$ cat src/rtl/rtb_pkg.sv
package rtb_pkg;

    localparam int RTB_WAY_W = 2;
    localparam int RTB_MAP_W = RTB_WAY_W + 1;

    typedef struct packed {
        logic                 cached;
        logic [RTB_WAY_W-1:0] way;
    } rtb_map_t;

    typedef enum logic {
        ST_FILL  = 1'b0,
        ST_FLUSH = 1'b1
    } rtb_state_e;

endpackage

$ cat src/rtl/rtb_prio.sv
module rtb_prio #(
    parameter int N     = 16,
    localparam int IDX_W = (N > 1) ? $clog2(N) : 1
) (
    input  logic [N-1:0]     req,
    output logic [IDX_W-1:0] idx,
    output logic             any
);

    always_comb begin
        idx = '0;
        for (int i = N - 1; i >= 0; i--) begin
            if (req[i]) begin
                idx = IDX_W'(i);
            end
        end
        any = |req;
    end

endmodule

$ cat src/rtl/rtb_cam.sv
module rtb_cam
    import rtb_pkg::*;
#(
    parameter int N     = 16,
    parameter int TAG_W = 20,
    localparam int IDX_W = (N > 1) ? $clog2(N) : 1
) (
    input  logic             clk,
    input  logic             rst_n,
    input  logic [TAG_W-1:0] lk_tag,
    input  logic [TAG_W-1:0] wr_tag,
    input  rtb_map_t         wr_map,
    input  logic             wr_en,
    input  logic             clr,
    output logic             lk_any,
    output rtb_map_t         lk_map,
    output logic             wr_hit,
    output logic             last_free,
    output logic [N-1:0]     valid_o,
    output logic [N-1:0]     lk_match_o
);

    logic [N-1:0]     valid;
    logic [TAG_W-1:0] st_tag [N];
    rtb_map_t         st_map [N];

    logic [N-1:0]     lk_match;
    logic [N-1:0]     wr_match;
    logic [N-1:0]     free_vec;
    logic [N-1:0]     free_sel;
    logic [N-1:0]     slot_sel;

    logic [IDX_W-1:0] lk_idx;
    logic [IDX_W-1:0] free_idx;
    logic [IDX_W-1:0] wr_idx;
    logic             free_any;
    logic             wr_any;

    genvar g;
    generate
        for (g = 0; g < N; g++) begin : g_entry
            assign lk_match[g] = valid[g] && (st_tag[g] == lk_tag);
            assign wr_match[g] = valid[g] && (st_tag[g] == wr_tag);
            assign free_vec[g] = !valid[g];
            assign free_sel[g] = free_any && (free_idx == IDX_W'(g));

            always_ff @(posedge clk) begin
                if (!rst_n) begin
                    valid[g]  <= 1'b0;
                    st_tag[g] <= '0;
                    st_map[g] <= '0;
                end else if (clr) begin
                    valid[g]  <= 1'b0;
                end else if (wr_en && slot_sel[g]) begin
                    valid[g]  <= 1'b1;
                    st_tag[g] <= wr_tag;
                    st_map[g] <= wr_map;
                end
            end
        end
    endgenerate

    rtb_prio #(.N(N)) u_lk_enc (
        .req (lk_match),
        .idx (lk_idx),
        .any (lk_any)
    );

    rtb_prio #(.N(N)) u_wr_enc (
        .req (wr_match),
        .idx (wr_idx),
        .any (wr_any)
    );

    rtb_prio #(.N(N)) u_free_enc (
        .req (free_vec),
        .idx (free_idx),
        .any (free_any)
    );

    always_comb begin
        slot_sel = wr_any ? wr_match : free_sel;
        lk_map   = lk_any ? st_map[lk_idx] : '0;
        if (wr_idx == '0) begin
            wr_hit = wr_any;
        end else begin
            wr_hit = 1'b1;
        end
    end

    assign last_free  = ($countones(free_vec) == 1);
    assign valid_o    = valid;
    assign lk_match_o = lk_match;

endmodule

$ cat src/rtl/rtb_ctrl.sv
module rtb_ctrl
    import rtb_pkg::*;
(
    input  logic clk,
    input  logic rst_n,
    input  logic wr_valid,
    input  logic wr_hit,
    input  logic last_free,
    input  logic flush_ack,
    output logic wr_ready,
    output logic wr_en,
    output logic clr,
    output logic flush_req
);

    rtb_state_e state_q;
    rtb_state_e state_d;

    always_ff @(posedge clk) begin
        if (!rst_n) begin
            state_q <= ST_FILL;
        end else begin
            state_q <= state_d;
        end
    end

    always_comb begin
        state_d = state_q;
        unique case (state_q)
            ST_FILL: begin
                if (wr_valid && !wr_hit && last_free) begin
                    state_d = ST_FLUSH;
                end
            end
            ST_FLUSH: begin
                if (flush_ack) begin
                    state_d = ST_FILL;
                end
            end
            default: state_d = ST_FILL;
        endcase
    end

    always_comb begin
        wr_ready  = 1'b0;
        flush_req = 1'b0;
        clr       = 1'b0;
        unique case (state_q)
            ST_FILL: begin
                wr_ready = 1'b1;
            end
            ST_FLUSH: begin
                flush_req = 1'b1;
                clr       = flush_ack;
            end
            default: begin
                wr_ready = 1'b0;
            end
        endcase
        wr_en = wr_valid && wr_ready;
    end

endmodule

$ cat src/rtl/remap_tag_buf.sv
module remap_tag_buf
    import rtb_pkg::*;
#(
    parameter int ENTRIES = 16,
    parameter int TAG_W   = 20
) (
    input  logic                 clk,
    input  logic                 rst_n,
    input  logic                 lk_valid,
    input  logic [TAG_W-1:0]     lk_tag,
    input  logic [RTB_MAP_W-1:0] lk_map_in,
    output logic                 lk_hit,
    output logic [RTB_MAP_W-1:0] lk_map_out,
    input  logic                 wr_valid,
    input  logic [TAG_W-1:0]     wr_tag,
    input  logic [RTB_MAP_W-1:0] wr_map,
    output logic                 wr_ready,
    output logic                 flush_req,
    input  logic                 flush_ack
);

    logic             cam_any;
    rtb_map_t         cam_map;
    logic             wr_hit;
    logic             last_free;
    logic             wr_en;
    logic             clr;
    logic [ENTRIES-1:0] valid_vec;
    logic [ENTRIES-1:0] lk_match_vec;

    rtb_cam #(.N(ENTRIES), .TAG_W(TAG_W)) u_cam (
        .clk        (clk),
        .rst_n      (rst_n),
        .lk_tag     (lk_tag),
        .wr_tag     (wr_tag),
        .wr_map     (rtb_map_t'(wr_map)),
        .wr_en      (wr_en),
        .clr        (clr),
        .lk_any     (cam_any),
        .lk_map     (cam_map),
        .wr_hit     (wr_hit),
        .last_free  (last_free),
        .valid_o    (valid_vec),
        .lk_match_o (lk_match_vec)
    );

    rtb_ctrl u_ctrl (
        .clk       (clk),
        .rst_n     (rst_n),
        .wr_valid  (wr_valid),
        .wr_hit    (wr_hit),
        .last_free (last_free),
        .flush_ack (flush_ack),
        .wr_ready  (wr_ready),
        .wr_en     (wr_en),
        .clr       (clr),
        .flush_req (flush_req)
    );

    always_comb begin
        lk_hit     = lk_valid && cam_any;
        lk_map_out = lk_hit ? RTB_MAP_W'(cam_map) : lk_map_in;
    end

endmodule

$ cat config.mk
export PLATFORM = sky130hd
export DESIGN_NAME = remap_tag_buf
export DESIGN_NICKNAME = d
export VERILOG_FILES = /design/src/rtl/rtb_pkg.sv /design/src/rtl/rtb_prio.sv /design/src/rtl/rtb_cam.sv /design/src/rtl/rtb_ctrl.sv /design/src/rtl/remap_tag_buf.sv
export SDC_FILE = /design/constraint.sdc
export NUM_CORES = 1
export LEC_CHECK = 0
export BUFFER_PORTS_ARGS = -buffer_cell sky130_fd_sc_hd__buf_2
export CORE_ASPECT_RATIO = 0.9
export CORE_MARGIN = 4
export CORE_UTILIZATION = 50
export CTS_CLUSTER_DIAMETER = 40
export DETAILED_ROUTE_END_ITERATION = 16
export PLACE_DENSITY = 0.66
export SLEW_MARGIN = 20
export SYNTH_ARGS = -nofsm -noshare
export SYNTH_HDL_FRONTEND = slang
export SYNTH_SLANG_ARGS = --single-unit
$ cat constraint.sdc
create_clock -name clk -period 7.17 [get_ports clk]
set_input_delay 1.434 -clock clk [delete_from_list [all_inputs] [get_ports clk]]
set_output_delay 1.434 -clock clk [all_outputs]
set_load 0.02 [all_outputs]
==> out/qor.txt <==
boundary pin count -> 57
Final nets -> 2386
met2 wire len -> 38600 um
post-cts resize count -> 0
status -> completed
Pwr per Cell Area -> 245 mW/mm^2
H-tree depth -> 3
final setup violation count -> 0
Hold Path Cell Cnt -> 2
RSZ-0062 raised after global routing -> no
reg2reg path depth -> 14
share of synthesized registers carrying an async set or reset -> 0
commonest non-fill, non-tap cell in the layout -> xnor2_1
GR Util All Layers -> 0.323
fin crit share -> 0.949
top-area cell type share of the netlist area -> 0.451
dpl hpwl -> 60000 um
Starting Density -> 0.508
buffers added on ports -> 56
Worst Skew -> 26.9 ps
Die Footprint -> 0.0526 mm^2
Post-CTS Setup Inserts -> 0
CP peak stage delay -> 540 ps
Yosys cell types -> 62
Arrival @ worst endpoint -> 5370 ps
Post-Syn Area -> 0.0245 mm^2
critical path launch point type -> input pin
largest net degree at the start of global routing -> 25
Yosys reg bits -> 385
commonest non-fill, non-tap cells in the layout -> xnor2_1, and2_1, edfxtp_1, nand4_1, xor2_1
CTS tree -> yes
nature of the critical path endpoint -> output port
DR vias -> 18300
FILL cells -> 4004
final slew viol count -> 0
Detailed Routing Iterations Pass 1 -> 6
switching power -> 1.77 mW
Finished Cell Area -> 0.0280 mm^2
Core Region -> 0.0482 mm^2
Final Power -> 6.87 mW
highest routed layer -> met4
Reg2Reg Setup Slack -> 2380 ps
gpl congestion -> 1.01
n_diodes -> 0
Worst Path Max Fanout -> 14
dominant cells by area after synthesis -> edfxtp_1, xnor2_1, and2_1
Seq/Total Area, Yosys -> 0.465
clock sink total -> 385
final WL -> 85700 um
VDD IR max -> 177 uV
largest area contributor in the netlist -> edfxtp_1
Primary FF master, synth -> edfxtp_1
area post-placement -> 0.0256 mm^2
met3 routed WL -> 8540 um
worst-path cell chain -> buf_2 > buf_4 > xnor2_1 > nand3_1 > nor4_1 > buf_4 > nand2_1 > nand4b_1 > a41oi_1 > nor3_4 > mux2_2 > a21oi_1 > a32oi_1 > or3_1 > buf_2
Post-Syn Instances -> 2247
type of the worst setup path -> input pin to output port
total of max-cap violations -> 0
Rel. slew slack -> 0.316
DRT iter0 DRCs -> 2290
internal power -> 5.10 mW
yosys warns -> 0
Tightest Pin Transition -> 1020 ps
Syn Nets -> 2332
# DRC -> 0
die height -> 218 um
CTS clk-pin slew, worst paths -> 50 ps
Max Fclk -> 0.147 GHz
Sw Ratio -> 0.257
Comb power frac -> 0.111
GRT overflow -> 0
clk_lat worst skew -> 610 ps
maximum clock path buffer count -> 3
wire length of the first global-routing pass -> 123000 um
clock power share -> 0.502
Crit path required time -> 5740 ps
WL/cell -> 28.8 um
synthesis-to-finish area growth -> 14.4%
drt via density -> 6.15
Worst Hold Class -> flop to flop
ANT nets after route -> 0
Post-synth EDFFs -> 368
initial antenna violation count -> 0
Root Driver -> clkbuf_16
CTS Hold Bufs -> 0
vias in the first global route -> 18200
minimum clock period -> 6800 ps
Syn Area/Cell -> 10.9 um^2
Die W -> 241 um
slowest CP cell -> nor3_4
Final Hold Viols -> 0
CTS Buf Count -> 67
Rows -> 76
LEAKAGE -> 9.78 nW
Flop pwr share -> 0.387
metal1 wirelength -> 34800 um
layout cells sized above 1 -> 0.134
setup_tns -> 0 ps
sequential cells by signal (all words and copies together) (netlist names):
name / cells
u_cam.st_tag: 320
u_ctrl.state_q: 1
u_cam.st_map: 48
u_cam.valid_o: 16
layer usage:
| metal | vias to the layer above | GRT usage |
|---|---|---|
| li1 | 7946 | - |
| met1 | 9039 | 0.441 |
| met2 | 1093 | 0.505 |
| met3 | 256 | 0.0654 |
| met4 | 0 | 0.136 |
| met5 | - | 0 |
cell type report:
cell class              count  area, um^2  area share
multi-input cells        1650       12200       0.437
flip-flops and latches    385       11400       0.406
clock buffers              79        1800      0.0640
repair buffers            153        1050      0.0373
well taps                 624         781      0.0278
clock inverters            44         622      0.0222
inverters                  44         165     0.00589
critical path: cells and delay by family:
family	cells	cell delay [ps]
XOR/XNOR	1	220
AND/OR/NAND/NOR	6	1720
AO/OA/AOI/OAI	3	590
buffers and inverters	4	1000
multiplexers	1	400
power groups by stage:
| stage | logic (mW) | registers, mW | clock network [mW] |
|---|---|---|---|
| floorplan | 0.510 | 2.67 | 0 |
| global placement | 0.739 | 2.70 | 0 |
| detailed placement | 0.744 | 2.70 | 0 |
| CTS | 0.748 | 2.65 | 3.49 |
| global route | 0.804 | 2.66 | 3.59 |
| finish | 0.763 | 2.66 | 3.45 |
cells in the mapped netlist, types with 23 or more instances:
| library cell | number |
|---|---|
| and2_1 | 378 |
| buf_2 | 71 |
| clkbuf_1 | 85 |
| edfxtp_1 | 368 |
| ha_1 | 23 |
| inv_1 | 44 |
| nand2_1 | 40 |
| nand3_1 | 64 |
| nand4_1 | 181 |
| nor2_1 | 43 |
| nor4_1 | 75 |
| xnor2_1 | 495 |
| xor2_1 | 137 |
cell families after synthesis:
| family | after synthesis | synth area share |
|---|---|---|
| and+or+nand+nor | 868 | 0.213 |
| xor gates and xnor gates | 640 | 0.231 |
| DFF | 385 | 0.465 |
| buffers and inverters | 212 | 0.0382 |
| AOI/OAI and AO/OA | 93 | 0.0258 |
| adders and majority gates | 34 | 0.0207 |
| muxes | 15 | 0.00653 |
final timing paths:
check	startpoint	endpoint
hold reg to reg	u_cam.valid_o[0]$_SDFFE_PP0P_	u_cam.valid_o[0]$_SDFFE_PP0P_
hold / removal	u_cam.valid_o[0]$_SDFFE_PP0P_	u_cam.valid_o[0]$_SDFFE_PP0P_
setup reg to reg	u_cam.valid_o[12]$_SDFFE_PP0P_	u_ctrl.state_q$_SDFF_PN0_
setup / recovery	lk_tag[2]	lk_map_out[0]
through the flow:
step                      setup slack (ps)  std cells  hold slack (ps)  utilization
after CTS                              503       2979              636        0.582
after floorplan                       1290       2247              526            -
final                                  366       2979              643        0.582
after global placement                 482       2856              627        0.531
after global routing                   214       2979              671        0.582
after detailed placement               529       2856              627        0.531
No activity file was read; power rests on OpenSTA's default activity.
